<file path="config.mk">
export PLATFORM = sky130hd
export DESIGN_NAME = flash_cmd_decoder
export DESIGN_NICKNAME = d
export VERILOG_FILES = /design/src/rtl/fcd_pkg.sv /design/src/rtl/fcd_datapath.sv /design/src/rtl/fcd_ctrl.sv /design/src/rtl/flash_cmd_decoder.sv
export SDC_FILE = /design/constraint.sdc
export NUM_CORES = 1
export LEC_CHECK = 0
export CAP_MARGIN = 10
export CORE_ASPECT_RATIO = 0.8
export CORE_MARGIN = 8
export CORE_UTILIZATION = 53
export CTS_BUF_LIST = sky130_fd_sc_hd__clkbuf_8 sky130_fd_sc_hd__clkbuf_16
export DETAILED_ROUTE_END_ITERATION = 10
export PLACE_DENSITY = 0.85
export SYNTH_ARGS = -nofsm -noshare
export SYNTH_HDL_FRONTEND = slang
export SYNTH_SLANG_ARGS = --single-unit
</file>
<file path="constraint.sdc">
create_clock -name clk -period 6.8 [get_ports clk]
set_input_delay 1.36 -clock clk [delete_from_list [all_inputs] [get_ports clk]]
set_output_delay 1.36 -clock clk [all_outputs]
set_load 0.005 [all_outputs]
</file>
<file path="src/rtl/fcd_pkg.sv">
package fcd_pkg;

  typedef enum logic [2:0] {
    M_READ         = 3'd0,
    M_AUTOSEL      = 3'd1,
    M_PROGRAM      = 3'd2,
    M_ERASE_SETUP  = 3'd3,
    M_CHIP_ERASE   = 3'd4,
    M_SECTOR_ERASE = 3'd5,
    M_QUERY        = 3'd6
  } mode_e;

  typedef enum logic [3:0] {
    S_READ, S_UNLK1, S_CMD, S_AUTO, S_PROG_DATA, S_PROG_BUSY,
    S_ERS_UNLK0, S_ERS_UNLK1, S_ERS_CMD, S_CHIP_BUSY,
    S_SECT_WIN, S_SECT_BUSY, S_QUERY, S_QRY_AUTO
  } state_e;

  // strobes from control to datapath
  typedef struct packed {
    logic markSector;
    logic clearSectors;
    logic suspend;
    logic resume;
    logic capture;
  } dp_stb_t;

  localparam logic [7:0] D_UNLK1  = 8'hAA;
  localparam logic [7:0] D_UNLK2  = 8'h55;
  localparam logic [7:0] D_BYPASS = 8'h20;
  localparam logic [7:0] D_ERASE  = 8'h80;
  localparam logic [7:0] D_AUTO   = 8'h90;
  localparam logic [7:0] D_PROG   = 8'hA0;
  localparam logic [7:0] D_CHIP   = 8'h10;
  localparam logic [7:0] D_SECT   = 8'h30;
  localparam logic [7:0] D_SUSP   = 8'hB0;
  localparam logic [7:0] D_QUERY  = 8'h98;
  localparam logic [7:0] D_RESET  = 8'hF0;
  localparam logic [7:0] D_BYEXIT = 8'h00;

endpackage

</file>
<file path="src/rtl/fcd_datapath.sv">
module fcd_datapath
  import fcd_pkg::*;
#(
  parameter int ADDR_W      = 20,
  parameter int BUS_BYTES   = 2,
  parameter int CMP_W       = 11,
  parameter int SECTOR_BITS = 4
) (
  input  logic              clk,
  input  logic              rstN,
  input  logic [ADDR_W-1:0] wrAddr,
  input  logic [7:0]        wrData,
  input  logic [CMP_W-1:0]  unlockAddrA,
  input  logic [CMP_W-1:0]  unlockAddrB,
  input  dp_stb_t           stb,
  output logic              hitA,
  output logic              hitB,
  output logic              hitQuery,
  output logic              suspended,
  output logic              sectorErasing,
  output logic [ADDR_W-1:0] reqAddr,
  output logic [7:0]        reqData
);

  localparam int SHIFT       = (BUS_BYTES == 4) ? 2 : (BUS_BYTES == 2) ? 1 : 0;
  localparam int NUM_SECTORS = 1 << SECTOR_BITS;
  localparam logic [CMP_W-1:0] QUERY_WORD = CMP_W'(8'h55);

  logic [CMP_W-1:0]       cmpAddr;
  logic [CMP_W-1:0]       latchA, latchB;
  logic [SECTOR_BITS-1:0] sectorIdx;
  logic [NUM_SECTORS-1:0] eraseMap;

  // word address scaled by bus width, low bits only
  generate
    if (SHIFT == 0) begin : g_byteBus
      assign cmpAddr = wrAddr[CMP_W-1:0];
    end else begin : g_wideBus
      assign cmpAddr = wrAddr[SHIFT +: CMP_W];
    end
  endgenerate

  assign sectorIdx = wrAddr[ADDR_W-1 -: SECTOR_BITS];

  always_ff @(posedge clk) begin
    if (!rstN) begin
      latchA <= unlockAddrA;
      latchB <= unlockAddrB;
    end
  end

  assign hitA     = (cmpAddr == latchA);
  assign hitB     = (cmpAddr == latchB);
  assign hitQuery = (cmpAddr == QUERY_WORD);

  generate
    for (genvar s = 0; s < NUM_SECTORS; s++) begin : g_map
      always_ff @(posedge clk) begin
        if (!rstN)                                              eraseMap[s] <= 1'b0;
        else if (stb.markSector && sectorIdx == SECTOR_BITS'(s)) eraseMap[s] <= 1'b1;
        else if (stb.clearSectors)                              eraseMap[s] <= 1'b0;
      end
    end
  endgenerate

  assign sectorErasing = eraseMap[sectorIdx];

  always_ff @(posedge clk) begin
    if (!rstN)            suspended <= 1'b0;
    else if (stb.suspend) suspended <= 1'b1;
    else if (stb.resume)  suspended <= 1'b0;
  end

  always_ff @(posedge clk) begin
    if (!rstN) begin
      reqAddr <= '0;
      reqData <= '0;
    end else if (stb.capture) begin
      reqAddr <= wrAddr;
      reqData <= wrData;
    end
  end


  suspend_flag_chk: assert property (@(posedge clk) disable iff (!rstN)
    stb.suspend |=> suspended);

  resume_flag_chk: assert property (@(posedge clk) disable iff (!rstN)
    (stb.resume && !stb.suspend) |=> !suspended);

  mark_sector_chk: assert property (@(posedge clk) disable iff (!rstN)
    stb.markSector |=> eraseMap[$past(sectorIdx)]);

endmodule

</file>
<file path="src/rtl/fcd_ctrl.sv">
module fcd_ctrl
  import fcd_pkg::*;
(
  input  logic       clk,
  input  logic       rstN,
  input  logic       wrEn,
  input  logic [7:0] wrData,
  input  logic       hitA,
  input  logic       hitB,
  input  logic       hitQuery,
  input  logic       suspended,
  input  logic       sectorErasing,
  input  logic       progDone,
  input  logic       eraseDone,
  input  logic       windowEnd,
  output mode_e      mode,
  output logic       bypass,
  output logic       progReq,
  output logic       chipEraseReq,
  output logic       sectorEraseReq,
  output logic       suspendReq,
  output logic       resumeReq,
  output dp_stb_t    stb
);

  state_e state, nState;
  logic   nBypass, nProg, nChip, nSect, nSusp, nRes;
  logic   locked;

  assign locked = (state == S_PROG_DATA) || (state == S_PROG_BUSY) ||
                  (state == S_CHIP_BUSY) || (state == S_SECT_WIN)  ||
                  (state == S_SECT_BUSY);

  always_comb begin
    nState  = state;
    nBypass = bypass;
    nProg   = 1'b0;
    nChip   = 1'b0;
    nSect   = 1'b0;
    nSusp   = 1'b0;
    nRes    = 1'b0;
    stb     = '0;
    stb.clearSectors = eraseDone && !suspended;
    if (state == S_PROG_BUSY && progDone) begin
      nState = bypass ? S_CMD : S_READ;
    end else if ((state == S_CHIP_BUSY || state == S_SECT_BUSY) && eraseDone) begin
      nState = bypass ? S_CMD : S_READ;
    end else if (wrEn) begin
      if (wrData == D_RESET && !locked) begin
        if (state == S_QRY_AUTO) begin
          nState = S_AUTO;
        end else begin
          nState  = S_READ;
          nBypass = 1'b0;
        end
      end else begin
        nState  = S_READ;     // default: any rejected write resets
        nBypass = 1'b0;
        case (state)
          S_READ: begin
            if (hitQuery && wrData == D_QUERY) begin
              nState = S_QUERY;  nBypass = bypass;
            end else if (wrData == D_SECT) begin
              if (suspended) begin
                nState = S_SECT_BUSY; nBypass = bypass;
                nRes = 1'b1; stb.resume = 1'b1;
              end
            end else if (wrData == D_SUSP) begin
              nState = S_READ; nBypass = bypass;
            end else if (hitA && wrData == D_UNLK1) begin
              nState = S_UNLK1; nBypass = bypass;
            end
          end
          S_UNLK1:
            if (hitB && wrData == D_UNLK2) begin
              nState = S_CMD; nBypass = bypass;
            end
          S_CMD:
            if (bypass || hitA) begin
              nBypass = bypass;
              case (wrData)
                D_BYPASS: begin nState = S_CMD; nBypass = 1'b1; end
                D_ERASE:  nState = S_ERS_UNLK0;
                D_AUTO:   nState = S_AUTO;
                D_PROG:   nState = S_PROG_DATA;
                default:  begin nState = S_READ; nBypass = 1'b0; end
              endcase
            end
          S_AUTO:
            if (!(bypass && wrData == D_BYEXIT) && hitQuery && wrData == D_QUERY) begin
              nState = S_QRY_AUTO; nBypass = bypass;
            end
          S_PROG_DATA: begin
            nBypass = bypass;
            if (suspended && sectorErasing) begin
              nState = bypass ? S_CMD : S_READ;
            end else begin
              nState = S_PROG_BUSY;
              nProg = 1'b1; stb.capture = 1'b1;
            end
          end
          S_PROG_BUSY: begin
            nState = state; nBypass = bypass;
          end
          S_ERS_UNLK0:
            if (hitA && wrData == D_UNLK1) begin
              nState = S_ERS_UNLK1; nBypass = bypass;
            end
          S_ERS_UNLK1:
            if (hitB && wrData == D_UNLK2) begin
              nState = S_ERS_CMD; nBypass = bypass;
            end
          S_ERS_CMD:
            if (!suspended) begin
              if (wrData == D_CHIP && hitA) begin
                nState = S_CHIP_BUSY; nBypass = bypass;
                nChip = 1'b1; stb.capture = 1'b1;
              end else if (wrData == D_SECT) begin
                nState = S_SECT_WIN; nBypass = bypass;
                nSect = 1'b1; stb.capture = 1'b1; stb.markSector = 1'b1;
              end
            end
          S_CHIP_BUSY: begin
            nState = state; nBypass = bypass;
          end
          S_SECT_WIN, S_SECT_BUSY: begin
            if (wrData == D_SUSP) begin
              nState = S_READ; nBypass = bypass;
              nSusp = 1'b1; stb.suspend = 1'b1;
            end else if (state == S_SECT_BUSY) begin
              nState = state; nBypass = bypass;
            end else if (wrData == D_SECT) begin
              nState = S_SECT_WIN; nBypass = bypass;
              nSect = 1'b1; stb.capture = 1'b1; stb.markSector = 1'b1;
            end
          end
          default: ;  // query modes: any other write resets
        endcase
      end
    end else if (state == S_SECT_WIN && windowEnd) begin
      nState = S_SECT_BUSY;
    end
  end

  always_ff @(posedge clk) begin
    if (!rstN) begin
      state          <= S_READ;
      bypass         <= 1'b0;
      progReq        <= 1'b0;
      chipEraseReq   <= 1'b0;
      sectorEraseReq <= 1'b0;
      suspendReq     <= 1'b0;
      resumeReq      <= 1'b0;
    end else begin
      state          <= nState;
      bypass         <= nBypass;
      progReq        <= nProg;
      chipEraseReq   <= nChip;
      sectorEraseReq <= nSect;
      suspendReq     <= nSusp;
      resumeReq      <= nRes;
    end
  end

  always_comb begin
    case (state)
      S_AUTO:                              mode = M_AUTOSEL;
      S_PROG_DATA, S_PROG_BUSY:            mode = M_PROGRAM;
      S_ERS_UNLK0, S_ERS_UNLK1, S_ERS_CMD: mode = M_ERASE_SETUP;
      S_CHIP_BUSY:                         mode = M_CHIP_ERASE;
      S_SECT_WIN, S_SECT_BUSY:             mode = M_SECTOR_ERASE;
      S_QUERY, S_QRY_AUTO:                 mode = M_QUERY;
      default:                             mode = M_READ;
    endcase
  end


  req_onehot_chk: assert property (@(posedge clk) disable iff (!rstN)
    $onehot0({progReq, chipEraseReq, sectorEraseReq, suspendReq, resumeReq}));

  prog_mode_chk: assert property (@(posedge clk) disable iff (!rstN)
    progReq |-> mode == M_PROGRAM);

  chip_mode_chk: assert property (@(posedge clk) disable iff (!rstN)
    chipEraseReq |-> mode == M_CHIP_ERASE);

  sect_mode_chk: assert property (@(posedge clk) disable iff (!rstN)
    sectorEraseReq |-> mode == M_SECTOR_ERASE);

  susp_mode_chk: assert property (@(posedge clk) disable iff (!rstN)
    suspendReq |-> mode == M_READ);

  resume_mode_chk: assert property (@(posedge clk) disable iff (!rstN)
    resumeReq |-> mode == M_SECTOR_ERASE);

  bypass_drop_chk: assert property (@(posedge clk) disable iff (!rstN)
    $fell(bypass) |-> mode == M_READ);

  chip_hold_chk: assert property (@(posedge clk) disable iff (!rstN)
    (mode == M_CHIP_ERASE && !eraseDone) |=> mode == M_CHIP_ERASE);

endmodule

</file>
<file path="src/rtl/flash_cmd_decoder.sv">
module flash_cmd_decoder
  import fcd_pkg::*;
#(
  parameter int ADDR_W      = 20,
  parameter int BUS_BYTES   = 2,
  parameter int CMP_W       = 11,
  parameter int SECTOR_BITS = 4
) (
  input  logic              clk,
  input  logic              rstN,
  input  logic [CMP_W-1:0]  unlockAddrA,
  input  logic [CMP_W-1:0]  unlockAddrB,
  input  logic              wrEn,
  input  logic [ADDR_W-1:0] wrAddr,
  input  logic [7:0]        wrData,
  input  logic              progDone,
  input  logic              eraseWindowEnd,
  input  logic              eraseDone,
  output logic [2:0]        mode,
  output logic              bypass,
  output logic              progReq,
  output logic              chipEraseReq,
  output logic              sectorEraseReq,
  output logic              suspendReq,
  output logic              resumeReq,
  output logic [ADDR_W-1:0] reqAddr,
  output logic [7:0]        reqData
);

  dp_stb_t stb;
  mode_e   modeInt;
  logic    hitA, hitB, hitQuery, suspended, sectorErasing;

  fcd_datapath #(
    .ADDR_W(ADDR_W), .BUS_BYTES(BUS_BYTES), .CMP_W(CMP_W), .SECTOR_BITS(SECTOR_BITS)
  ) u_dp (
    .clk(clk), .rstN(rstN), .wrAddr(wrAddr), .wrData(wrData),
    .unlockAddrA(unlockAddrA), .unlockAddrB(unlockAddrB), .stb(stb),
    .hitA(hitA), .hitB(hitB), .hitQuery(hitQuery), .suspended(suspended),
    .sectorErasing(sectorErasing), .reqAddr(reqAddr), .reqData(reqData)
  );

  fcd_ctrl u_ctrl (
    .clk(clk), .rstN(rstN), .wrEn(wrEn), .wrData(wrData),
    .hitA(hitA), .hitB(hitB), .hitQuery(hitQuery), .suspended(suspended),
    .sectorErasing(sectorErasing), .progDone(progDone), .eraseDone(eraseDone),
    .windowEnd(eraseWindowEnd), .mode(modeInt), .bypass(bypass),
    .progReq(progReq), .chipEraseReq(chipEraseReq), .sectorEraseReq(sectorEraseReq),
    .suspendReq(suspendReq), .resumeReq(resumeReq), .stb(stb)
  );

  assign mode = modeInt;

endmodule

</file>
==> impl_metrics.env <==
export IMPL_status="finished clean"
export IMPL_n_antenna_cell=0
export IMPL_ctsResizeCount=0
export IMPL_drv_slew=0
export IMPL_end_kind="register"
export IMPL_multi_input_area_mm2=0.00190
export IMPL_gp_congestion=0.941
export IMPL_synth_edf_count=22
export IMPL_first_pass_iters=5
export IMPL_routed_wl_mm=10.5
export IMPL_core_area_mm2=0.00693
export IMPL_fillers=514
export IMPL_synth_cells=374
export IMPL_wl_per_cell_um=19.0
export IMPL_fp_dieH_um=92.0
export IMPL_worstPathMaxFanout=20
export IMPL_crit_chain="clkdlybuf4s50_1 > mux4_2 > o211ai_1 > nand4_1 > a31oi_4 > buf_4 > mux2i_1 > nor2_1"
export IMPL_power_uw=966
export IMPL_skew_ns=0.0119
export IMPL_cts_buffers=9
export IMPL_slew_limit_headroom_pct=22.3
export IMPL_path_class="in2reg"
export IMPL_p_leak_nw=1.67
export IMPL_synthDominantCellAreaShare_pct=30.4
export IMPL_tns_ns=0
export IMPL_die_x_um=111
export IMPL_grt_max_degree=54
export IMPL_htreeDepth=3
export IMPL_rows=27
export IMPL_min_period_ns=4.40
export IMPL_dieArea_mm2=0.0102
export IMPL_grt_usage_pct=20.4
export IMPL_ys_seq_elements=80
export IMPL_post_cts_buffers=0
export IMPL_drc=0
export IMPL_cts_hold_buf=0
export IMPL_syn_to_final_growth_pct=30.6
export IMPL_clock_latency_ns=0.35
export IMPL_hp_class="reg2reg"
export IMPL_antenna_found_initial=0
export IMPL_placed_cell_area_mm2=0.00480
export IMPL_final_area_mm2=0.00499
export IMPL_hpwl_mm=8.02
export IMPL_tightestPinTransition_ns=1.17
export IMPL_tritoncts="yes"
export IMPL_ff_latch_area_mm2=0.00182
export IMPL_ys_seq_area_share_pct=47.6
export IMPL_finish_utilization_pct=72.1
export IMPL_cts_sinks=80
export IMPL_mostFrequentLayoutCells="clkdlybuf4s50_1, dfxtp_1, nor2_1"
export IMPL_preCtsSetupSlack_ns=2.08
export IMPL_syn_avg_cell_area_um2=10.2
export IMPL_crit_required_ns=7.02
export IMPL_clk_root_buffer_cell="clkbuf_8"
export IMPL_synthArstFlopShare_pct=0
export IMPL_clk_pin_slew_ns=0.08
export IMPL_fmax_mhz=228
export IMPL_post_route_period_util_pct=64.6
export IMPL_drtAntennaViolNets=0
export IMPL_critPathMaxStageDelay_ns=0.82
export IMPL_crit_arrival_ns=4.61
export IMPL_hold_viol_final=0
export IMPL_syn_area_mm2=0.00382
export IMPL_initial_utilization_pct=55.2
export IMPL_slowest_stage="clkdlybuf4s50_1"
export IMPL_synth_ff_type="dfxtp_1"
export IMPL_report_final_setup_viol=0
export IMPL_start_kind="input port"
export IMPL_setup_slack_ns=2.40
export IMPL_syn_nets=430
export IMPL_synth_cell_types=65
export IMPL_num_vias=3328
export IMPL_overflow=0
export IMPL_pin_count=93
export IMPL_drv_cap=0
export IMPL_yosysWarnings=0
export IMPL_finalNetCount=517
export IMPL_yosys_area_top_type="dfxtp_1"
export IMPL_vias_per_cell=6.02
export IMPL_initialDrtViolationCount=284
export IMPL_irDropWorstVdd_uv=138
export IMPL_rsz0062_at_grt="no"
export IMPL_grt_pass1_vias=3312
export IMPL_port_buffers=92
export IMPL_grt_pass1_wl_mm=17.2
export IMPL_drive_gt1_share_pct=7.94
export IMPL_clk_path_buf_depth=2
export IMPL_mostFrequentLayoutCell="clkdlybuf4s50_1"
export IMPL_power_density_mw_per_mm2=193
export IMPL_synthTopCellsByArea="dfxtp_1, edfxtp_1, mux2i_1, nor2_1, xor2_1"
-- metal layers --
layer  vias to the layer above  global-route usage, %  share of wire [%]  routed length (um)
met5                         -                      0                  0                   0
met4                         0                   6.85                1.6                 171
met3                        16                   6.71                8.9                 939
met2                       151                   31.5                 44                4640
met1                      1587                   26.3                 45                4770
li1                       1574                      -                  -                   -
-- area by class of cell --
cell class                      count  share of cell area, %
Multi-Input combinational cell    269                   38.1
Sequential cell                    80                   36.5
Timing Repair Buffer               94                   18.7
Clock buffer                       11                   3.26
Tap cell                           87                   2.18
Clock inverter                      5                  0.701
Inverter                            7                  0.526
-- metrics by stage --
stage | cells | hold slack [ns]
2_1_floorplan | 374 | 0.420
3_3_place_gp | 537 | 0.433
3_5_place_dp | 537 | 0.443
4_1_cts | 553 | 0.463
5_1_grt | 553 | 0.481
6_report | 553 | 0.460
-- cell usage after synthesis (4+ instances only) --
master	number
clkbuf_1	6
a32o_1	4
dfxtp_1	58
nor2b_1	7
nand4_1	7
nand3_1	11
xor2_1	19
a22o_1	11
nor3_1	10
o211ai_1	4
a31oi_1	4
edfxtp_1	22
nor4_1	13
inv_1	7
nor2_1	48
nand2_1	15
mux2i_1	32
o21ai_0	10
a21oi_1	8
buf_2	6
-- report_power, final --
group,total (mW),switching [mW],internal [mW]
Combinational,0.112,0.0562,0.0556
Sequential,0.515,0.0115,0.503
Clock,0.340,0.173,0.166
-- path summary, 6_finish.rpt --
kind	slack, ns	start	cells after the start	to
setup / recovery	2.40	wrAddr[17]	8	u_dp.reqAddr[2]$_SDFFE_PN0P_
hold / removal	0.46	u_dp.eraseMap[15]$_SDFFE_PN0P_	2	u_dp.eraseMap[15]$_SDFFE_PN0P_
setup reg to reg	3.67	u_ctrl.state[2]$_SDFFE_PN0P_	7	u_ctrl.mode[0]$_DFF_P_
hold reg to reg	0.46	u_dp.eraseMap[15]$_SDFFE_PN0P_	2	u_dp.eraseMap[15]$_SDFFE_PN0P_
-- flip-flops by register name (all words and copies together) (netlist names) --
register	count
u_dp.suspended	1
u_ctrl.suspendReq	1
u_ctrl.sectorEraseReq	1
u_ctrl.state	4
u_dp.reqAddr	20
u_dp.latchB	11
u_dp.eraseMap	16
u_dp.latchA	11
u_dp.reqData	8
u_ctrl.resumeReq	1
u_ctrl.bypass	1
u_ctrl.chipEraseReq	1
u_ctrl.mode	3
u_ctrl.progReq	1
-- critical path, delay by kind of cell --
kind | cells | cell delay, ns
compound gates | 2 | 0.78
buf+inv | 2 | 1.24
mux | 2 | 0.82
simple gates | 2 | 0.41
-- kinds of logic (layout without fill, tap and decap cells) --
logic type | count (synthesis) | after routing | share of synthesized area (%)
simple gates | 145 | 145 | 21.3
buf+inv | 25 | 117 | 2.98
compound gates | 66 | 66 | 13.0
flops | 80 | 80 | 47.6
xor+xnor | 22 | 22 | 5.04
mux | 36 | 36 | 10.1
No activity file was read; power rests on OpenSTA's default activity.
